[config.mk]
export PLATFORM = sky130hd
export DESIGN_NAME = usb_ep_event_flags
export DESIGN_NICKNAME = d
export VERILOG_FILES = /design/src/rtl/usb_evt_pkg.sv /design/src/rtl/evt_flag_bit.sv /design/src/rtl/evt_out_flag_bit.sv /design/src/rtl/evt_enable_reg.sv /design/src/rtl/evt_irq_reduce.sv /design/src/rtl/usb_ep_event_flags.sv
export SDC_FILE = /design/constraint.sdc
export NUM_CORES = 1
export LEC_CHECK = 0
export BUFFER_PORTS_ARGS = -buffer_cell sky130_fd_sc_hd__buf_2
export CAP_MARGIN = 20
export CELL_PAD_IN_SITES_DETAIL_PLACEMENT = 1
export CELL_PAD_IN_SITES_GLOBAL_PLACEMENT = 1
export CORE_MARGIN = 3
export CORE_UTILIZATION = 33
export CTS_BUF_LIST = sky130_fd_sc_hd__clkbuf_16
export DETAILED_ROUTE_END_ITERATION = 8
export GPL_ROUTABILITY_DRIVEN = 0
export PLACE_DENSITY_LB_ADDON = 0.1
export SYNTH_ARGS = -nofsm -noshare
export SYNTH_HDL_FRONTEND = slang
export SYNTH_SLANG_ARGS = --single-unit
[constraint.sdc]
create_clock -name clk -period 0.86 [get_ports clk]
set_input_delay 0.043 -clock clk [delete_from_list [all_inputs] [get_ports clk]]
set_output_delay 0.043 -clock clk [all_outputs]
set_load 0.05 [all_outputs]
[src/rtl/usb_evt_pkg.sv]
package usb_evt_pkg;
   localparam int NUM_FLAGS = 6;
   localparam int NUM_IN    = 3;
   localparam int NUM_OUT   = 2;

   // bit positions inside the flag and enable registers
   localparam int BIT_IN0   = 0;
   localparam int BIT_OUT0  = 1;
   localparam int BIT_OUT1  = 2;
   localparam int BIT_IN2   = 3;
   localparam int BIT_IN3   = 4;
   localparam int BIT_SETUP = 5;

   localparam logic [NUM_FLAGS-1:0] FLAG_RST = 6'h19;

   localparam logic [4:0] DEF_FLAG_ADDR = 5'h07;
   localparam logic [4:0] DEF_ENA_ADDR  = 5'h08;

   typedef enum logic [1:0] {
      KIND_IN    = 2'd0,
      KIND_OUT   = 2'd1,
      KIND_PLAIN = 2'd2
   } flag_kind_e;

   function automatic flag_kind_e kind_of(int i);
      if (i == BIT_IN0 || i == BIT_IN2 || i == BIT_IN3) return KIND_IN;
      if (i == BIT_OUT0 || i == BIT_OUT1)               return KIND_OUT;
      return KIND_PLAIN;
   endfunction

   // port index of an IN flag within ev_in_ack / bc_wr
   function automatic int in_port(int i);
      if (i == BIT_IN0) return 0;
      if (i == BIT_IN2) return 1;
      return 2;
   endfunction

   // port index of an OUT flag within ev_out_ack / out_arm
   function automatic int out_port(int i);
      if (i == BIT_OUT0) return 0;
      return 1;
   endfunction
endpackage

[src/rtl/evt_flag_bit.sv]
module evt_flag_bit #(
   parameter logic RST_VAL = 1'b0
) (
   input  logic clk,
   input  logic rst_n,
   input  logic set_i,
   input  logic clr_i,
   output logic flag_o
);
   always_ff @(posedge clk or negedge rst_n) begin
      if (!rst_n)     flag_o <= RST_VAL;
      else if (set_i) flag_o <= 1'b1;
      else if (clr_i) flag_o <= 1'b0;
   end
endmodule

[src/rtl/evt_out_flag_bit.sv]
module evt_out_flag_bit #(
   parameter logic RST_VAL = 1'b0
) (
   input  logic clk,
   input  logic rst_n,
   input  logic set_i,
   input  logic sw_clr_i,
   output logic flag_o,
   output logic arm_o
);
   evt_flag_bit #(.RST_VAL(RST_VAL)) u_bit (
      .clk    (clk),
      .rst_n  (rst_n),
      .set_i  (set_i),
      .clr_i  (sw_clr_i),
      .flag_o (flag_o)
   );

   // pulse only when the write really takes the flag from 1 to 0
   always_ff @(posedge clk or negedge rst_n) begin
      if (!rst_n) arm_o <= 1'b0;
      else        arm_o <= flag_o & sw_clr_i & ~set_i;
   end
endmodule

[src/rtl/evt_enable_reg.sv]
module evt_enable_reg #(
   parameter int         N      = 6,
   parameter int         ADDR_W = 5,
   parameter logic [4:0] ADDR   = 5'h08
) (
   input  logic              clk,
   input  logic              rst_n,
   input  logic              wr_i,
   input  logic [ADDR_W-1:0] addr_i,
   input  logic [N-1:0]      wdata_i,
   output logic [N-1:0]      ena_o
);
   logic hit;
   assign hit = wr_i && (addr_i == ADDR_W'(ADDR));

   always_ff @(posedge clk or negedge rst_n) begin
      if (!rst_n)   ena_o <= '0;
      else if (hit) ena_o <= wdata_i;
   end
endmodule

[src/rtl/evt_irq_reduce.sv]
module evt_irq_reduce #(
   parameter int N = 6
) (
   input  logic         clk,
   input  logic         rst_n,
   input  logic [N-1:0] flag_i,
   input  logic [N-1:0] ena_i,
   output logic         irq_o
);
   always_ff @(posedge clk or negedge rst_n) begin
      if (!rst_n) irq_o <= 1'b0;
      else        irq_o <= |(flag_i & ena_i);
   end
endmodule

[src/rtl/usb_ep_event_flags.sv]
module usb_ep_event_flags
   import usb_evt_pkg::*;
#(
   parameter int         ADDR_W    = 5,
   parameter int         DATA_W    = 8,
   parameter logic [4:0] FLAG_ADDR = DEF_FLAG_ADDR,
   parameter logic [4:0] ENA_ADDR  = DEF_ENA_ADDR
) (
   input  logic              clk,
   input  logic              rst_n,
   input  logic              ev_setup_ok,
   input  logic [2:0]        ev_in_ack,
   input  logic [1:0]        ev_out_ack,
   input  logic [2:0]        bc_wr,
   input  logic [ADDR_W-1:0] reg_addr,
   input  logic              reg_wr,
   input  logic [DATA_W-1:0] reg_wdata,
   input  logic              reg_rd,
   output logic [DATA_W-1:0] reg_rdata,
   output logic [1:0]        out_arm,
   output logic              irq
);
   localparam int RSVD_W = DATA_W - NUM_FLAGS;

   if (DATA_W < NUM_FLAGS + 1) begin : g_bad_width
      $error("DATA_W too narrow for the flag layout");
   end
   if (FLAG_ADDR == ENA_ADDR) begin : g_bad_addr
      $error("flag and enable registers share an address");
   end

   logic [NUM_FLAGS-1:0] flag_q;
   logic [NUM_FLAGS-1:0] ena_q;
   logic [NUM_FLAGS-1:0] set_vec;
   logic [NUM_FLAGS-1:0] sw_clr;
   logic                 flag_wr;

   assign set_vec[BIT_IN0]   = ev_in_ack[0];
   assign set_vec[BIT_OUT0]  = ev_out_ack[0];
   assign set_vec[BIT_OUT1]  = ev_out_ack[1];
   assign set_vec[BIT_IN2]   = ev_in_ack[1];
   assign set_vec[BIT_IN3]   = ev_in_ack[2];
   assign set_vec[BIT_SETUP] = ev_setup_ok;

   assign flag_wr = reg_wr && (reg_addr == ADDR_W'(FLAG_ADDR));
   assign sw_clr  = flag_wr ? reg_wdata[NUM_FLAGS-1:0] : '0;

   for (genvar i = 0; i < NUM_FLAGS; i++) begin : g_flag
      if (kind_of(i) == KIND_OUT) begin : g_out
         evt_out_flag_bit #(.RST_VAL(FLAG_RST[i])) u_cell (
            .clk      (clk),
            .rst_n    (rst_n),
            .set_i    (set_vec[i]),
            .sw_clr_i (sw_clr[i]),
            .flag_o   (flag_q[i]),
            .arm_o    (out_arm[out_port(i)])
         );
      end else if (kind_of(i) == KIND_IN) begin : g_in
         evt_flag_bit #(.RST_VAL(FLAG_RST[i])) u_cell (
            .clk    (clk),
            .rst_n  (rst_n),
            .set_i  (set_vec[i]),
            .clr_i  (sw_clr[i] | bc_wr[in_port(i)]),
            .flag_o (flag_q[i])
         );
      end else begin : g_plain
         evt_flag_bit #(.RST_VAL(FLAG_RST[i])) u_cell (
            .clk    (clk),
            .rst_n  (rst_n),
            .set_i  (set_vec[i]),
            .clr_i  (sw_clr[i]),
            .flag_o (flag_q[i])
         );
      end
   end

   evt_enable_reg #(
      .N      (NUM_FLAGS),
      .ADDR_W (ADDR_W),
      .ADDR   (ENA_ADDR)
   ) u_ena (
      .clk     (clk),
      .rst_n   (rst_n),
      .wr_i    (reg_wr),
      .addr_i  (reg_addr),
      .wdata_i (reg_wdata[NUM_FLAGS-1:0]),
      .ena_o   (ena_q)
   );

   evt_irq_reduce #(.N(NUM_FLAGS)) u_irq (
      .clk    (clk),
      .rst_n  (rst_n),
      .flag_i (flag_q),
      .ena_i  (ena_q),
      .irq_o  (irq)
   );

   always_comb begin
      reg_rdata = '0;
      if (reg_rd) begin
         if (reg_addr == ADDR_W'(FLAG_ADDR))     reg_rdata = {{RSVD_W{1'b0}}, flag_q};
         else if (reg_addr == ADDR_W'(ENA_ADDR)) reg_rdata = {{RSVD_W{1'b0}}, ena_q};
      end
   end
endmodule

Yosys cells after proc, flatten, opt, wreduce, memory -nomap -nowiden
Cells that the tools add are included.
{ "totals": {"latchBits": 0, "output_inout_bits": 11, "input_bits": 26, "regBits": 15, "ramBits": 0, "mem_bits_ro": 0, "n_memories": 0, "elab_cells": 47} }
{ "op_classes": {"n_bitwise": 10, "addsub": 0, "shifts": 0, "n_reduce_logical": 9, "n_eq_ne": 2, "mul": 0, "n_lt_le_gt_ge": 0, "mux": 16, "div": 0} }
{ "ops": {"columns": ["op", "count"], "rows": [
  ["$mux W6", 4],
  ["$mux W1", 12],
  ["$reduce_bool A2 Y1", 6],
  ["$and A6 B6 Y6", 1],
  ["$reduce_or A6 Y1", 1],
  ["$eq A5 B3 Y1 const B", 1],
  ["$eq A5 B4 Y1 const B", 1],
  ["$and A1 B1 Y1", 4],
  ["$or A1 B1 Y1", 3],
  ["$logic_and A1 B1 Y1", 2],
  ["$not A1 Y1", 2]
]} }

Depth between registers and ports, before layout
{ "depth": {"ltp_word": 6, "depth_mapped": 4, "depth_no_buf": 3} }

Hierarchy
A second synthesis with hierarchy kept.
{ "unflattened": {"hier_cells": 78, "hier_area_um2": 857.1} }
{ "modules_own_cells": {"columns": ["mod", "instances", "cells_per_inst", "area_each_um2"], "rows": [
  ["usb_ep_event_flags", 1, 37, 271.5],
  ["evt_enable_reg", 1, 14, 244.0],
  ["evt_flag_bit at g_flag[0].g_in.u_cell ...", 3, 3, 37.5],
  ["evt_flag_bit at g_flag[1].g_out.u_cell.u_bit ...", 3, 3, 36.3],
  ["evt_out_flag_bit", 2, 2, 33.8],
  ["evt_irq_reduce", 1, 5, 52.6]
]} }

Worst setup path before layout
OpenSTA, ideal clock, no wires.
{ "synth_timing": {"path_kind": "input-to-output", "from": "in reg_addr[4]", "to": "out reg_rdata[2]", "required_ns": 0.817, "slack_ns": -0.261, "arrival_time_ns": 1.078, "n_path_buf": 1, "path_stages": 4, "cell_sequence": "nand4b_1 -> nor2_1 -> buf_4 -> a32o_1"} }
{ "synth_via": {"elab_chain_len": 4, "elab_cells_between_ends": 5} }
{ "synth_lines": {"columns": ["element", "line_no", "text"], "rows": [
  ["start, declared", "usb_ep_event_flags.sv:15", "input logic [ADDR_W-1:0] reg_addr,"],
  ["$eq A5 B4 Y1", "usb_ep_event_flags.sv:102", "else if (reg_addr == ADDR_W'(ENA_ADDR)) reg_rdata = {{RSVD_W{1'b0}}, ena_q};"],
  ["$mux W6", "usb_ep_event_flags.sv:102", null],
  ["$mux W6 *", "usb_ep_event_flags.sv:101", "if (reg_addr == ADDR_W'(FLAG_ADDR)) reg_rdata = {{RSVD_W{1'b0}}, flag_q};"],
  ["$mux W6 *", "usb_ep_event_flags.sv:100", "if (reg_rd) begin"],
  ["end, declared", "usb_ep_event_flags.sv:19", "output logic [DATA_W-1:0] reg_rdata,"]
]} }
Every way passes the cells marked *; elsewhere a longest branch is shown, timed or not.

Final worst setup path
{ "layout_timing": {"from": "reg g_flag[0].g_in.u_cell.flag_o", "to": "out reg_rdata[0]"} }
{ "layout_via": {"elab_chain_len": 2} }
{ "layout_lines": {"columns": ["element", "line_no", "text"], "rows": [
  ["start, declared", "evt_flag_bit.sv:8", "output logic flag_o"],
  ["start signal, assigned", "evt_flag_bit.sv:11", "if (!rst_n) flag_o <= RST_VAL;"],
  ["start signal, assigned", "evt_flag_bit.sv:12", "else if (set_i) flag_o <= 1'b1;"],
  ["start signal, assigned", "evt_flag_bit.sv:13", "else if (clr_i) flag_o <= 1'b0;"],
  ["$mux W6", "usb_ep_event_flags.sv:101", null],
  ["$mux W6", "usb_ep_event_flags.sv:100", null]
]} }
No other way between the ends.

==> impl_results.md <==
- Critical Path Sink: reg_rdata[0]
- Pleak: around 0.67 nW
- Top cells by area, synth: dfrtp_1 (38%), mux2_4 (11%), dfstp_2 (9.9%)
- Most common cell after layout, fill and taps aside: buf_2
- Yosys reg bits: 15
- Gr ovfl total: 0
- Fin cells: 151
- CP required: roughly 820 ps
- Die ar.: approximately 3000 sq um
- Final setup margin: -283 ps
- RR Endpoint: u_irq.irq_o
- Violated checks: negative setup slack
- Worst reg-to-reg path cell count: 3
- Syn Inst Count: 74
- Synth-to-layout area growth: 70.4%
- Fin. Hold Viols: 0
- Yosys warns: 0
- CP Launch Point: g_flag[0].g_in.u_cell.flag_o
- Ant. Diodes: 0
- Synth unique cells: 20
- Max VDD drop: 1.39 mV
- RSZ-0062 raised after global routing: yes
- Global-route wire length before repair: roughly 3700 microns
- Core ar.: between 2000 and 2500 sq um
- DR vias: 781
- TritonCTS buffer count: 3
- Slew Limit Fails: 0
- DR pass1 iterations: 4
- Arr. time, crit path: 1100 ps
- Gate power share: 23.5%
- Max Clock Skew: between 0.8 and 0.9 ps
- Routed Wire Length: about 2700 microns
- Hold Path Class: input port to flop
- Hold_ws: between 50 and 60 ps
- Largest net degree at the start of global routing: 16
- Status: complete, but fails checks
- Largest area contributor in the netlist: dfrtp_1
- Io pins: 37
- Startpoint types: flop
- CTS Root Cell: clkbuf_16
- Final setup fails: 17
- Sw frac: between 20% and 30%
- Psw: about 620 uW
- Die width: around 55 microns
- Commonest non-fill, non-tap cells in the layout: buf_2 (21), buf_6 (16), dfrtp_1 (12), buf_4 (12)
- Seq pwr share: 37.1%
- Final Util: around three fifths
- DP HPWL: between 1500 and 2000 microns
- Reg2reg start: g_flag[2].g_out.u_cell.u_bit.flag_o
- DR vias/cell: between 5 and 6
- Clock buffer depth: 2
- Nets: 150
- Htree depth: 1
- Drt drc: 0
- Setup WS pre-CTS: -403 ps
- Routed Antenna Nets: 0
- CP max FO: 2
- Routed WL per cell: about 18 microns
- Clk sinks: 15
- Critical path type: flop to output pin
- Starting density of the core: 35.3%
- Iteration-0 DRC Markers: 7
- Number of max-cap violations: 0
- Yosys top cell area share: 37.7%
- Rows: 17
- Synthesized cell area: slightly below 800 sq um
- Clock latency on the worst-skew pair: about 240 ps
- Placed Cells: about 140
- Port-buffer cells: 32
- Design Power: roughly 2.3 mW
- Post-synthesis sequential area ratio: approximately 48%
- Crit. End Element: output pin
- Syn avg cell area: between 10 and 15 sq um
- Reg clk slew, reported paths: about 50 ps
- Final Cycle Share: 133%
- Share of cells above drive strength 1: about 68%
- GRT Overall Usage: 18.0%
- Reg2reg setup slack: -160 ps
- Pwr/cell area: approximately 1700 nW/um^2
- Min Tclk post-route: ~1100 ps
- Max Clk Rate: between 800 and 900 MHz
- Initial antenna violation count: 0
- CTS tree: built
- Die height: ~55 microns
- Clock power share: approximately two fifths
- Number of global-route vias before repair: 773
- Internal Power: between 1.5 and 2 mW
[worst max-delay path, stage by stage, from the launching register on]
cell     delay (ps)
dfstp_2         540
a32o_2          160
buf_6           150
[stage by stage]
stage | instance area (sq um) | setup TNS (ps)
6_report | 1360 | -2550
5_1_grt | 1360 | -2930
4_1_cts | 1270 | -2400
3_5_place_dp | 1050 | -5010
3_3_place_gp | 1050 | -4270
2_1_floorplan | 825 | -1400
[cells by family after synthesis]
family,share of synthesized area [%]
and+or+nand+nor,13.8
AOI/OAI and AO/OA,17.0
DFF,47.6
buffers and inverters,9.75
muxes,11.3
other,0.471
[sequential cells by signal, summed over array words and instances (netlist names)]
name and flops:
u_ena.ena_o 6, g_flag.g_in.u_cell.flag_o 3, g_flag.g_out.u_cell.arm_o 2, g_flag.g_out.u_cell.u_bit.flag_o 2, g_flag.g_plain.u_cell.flag_o 1, u_irq.irq_o 1
[worst min-delay path by stage]
stage                 startpoint                           end  slack (ps)  depth (start not counted)
global route        reg_wdata[0]                u_ena.ena_o[0]          60                          2
global placement           rst_n  g_flag[1].g_out.u_cell.arm_o         -30                          1
detailed placement         rst_n  g_flag[2].g_out.u_cell.arm_o         -30                          1
floorplan                  rst_n  g_flag[1].g_out.u_cell.arm_o        -250                          0
finish              reg_wdata[0]                u_ena.ena_o[0]          50                          2
CTS                 reg_wdata[0]                u_ena.ena_o[0]          50                          2
[Yosys cell counts]
cell and instances:
a32o_1 6, nor2_1 8, a22oi_1 3, buf_4 5, nand2_1 4, inv_1 5
dfstp_2 3, nand3_1 1, nand4b_1 1, and3_2 1, mux2_4 6, a21oi_1 7
dfrtp_1 12, a41oi_1 2, clkbuf_2 1, buf_2 1, and3_1 5, nor4_2 1
buf_6 1, conb_1 1
[final cells by class]
cell class              count  area [sq um]
fillers                   246           898
multi-input cells          47           423
repair buffers             52           420
flip-flops and latches     15           379
clock buffers               3          75.1
well taps                  28          35.0
inverters                   5          18.8
clock inverters             1          5.00
[metal layers]
| metal | global-route usage (%) | routed length, microns | vias to the layer above |
|---|---|---|---|
| met5 | 0 | 0 | - |
| met2 | 30.7 | 1420 | 23 |
| met1 | 22.0 | 1110 | 395 |
| met4 | 5.26 | 19 | 0 |
| li1 | - | - | 361 |
| met3 | 4.83 | 108 | 2 |
[power by group through the flow]
stage | clock network [mW] | logic [mW] | registers [mW]
floorplan | 0 | 0.200 | 0.901
global placement | 0 | 0.385 | 0.862
finish | 0.913 | 0.545 | 0.859
global route | 0.974 | 0.581 | 0.870
detailed placement | 0 | 0.395 | 0.863
CTS | 0.919 | 0.482 | 0.855
[what timing repair did]
item / CTS / global route
setup endpoints to repair: 16 / 23
hold buffers: 1 / 0
gates resized for setup: 25 / 20
pin swaps: 9 / 8
setup buffers: 5 / 4
endpoints found under the hold margin: 15 / 0
(Power assumes the default switching activity.)
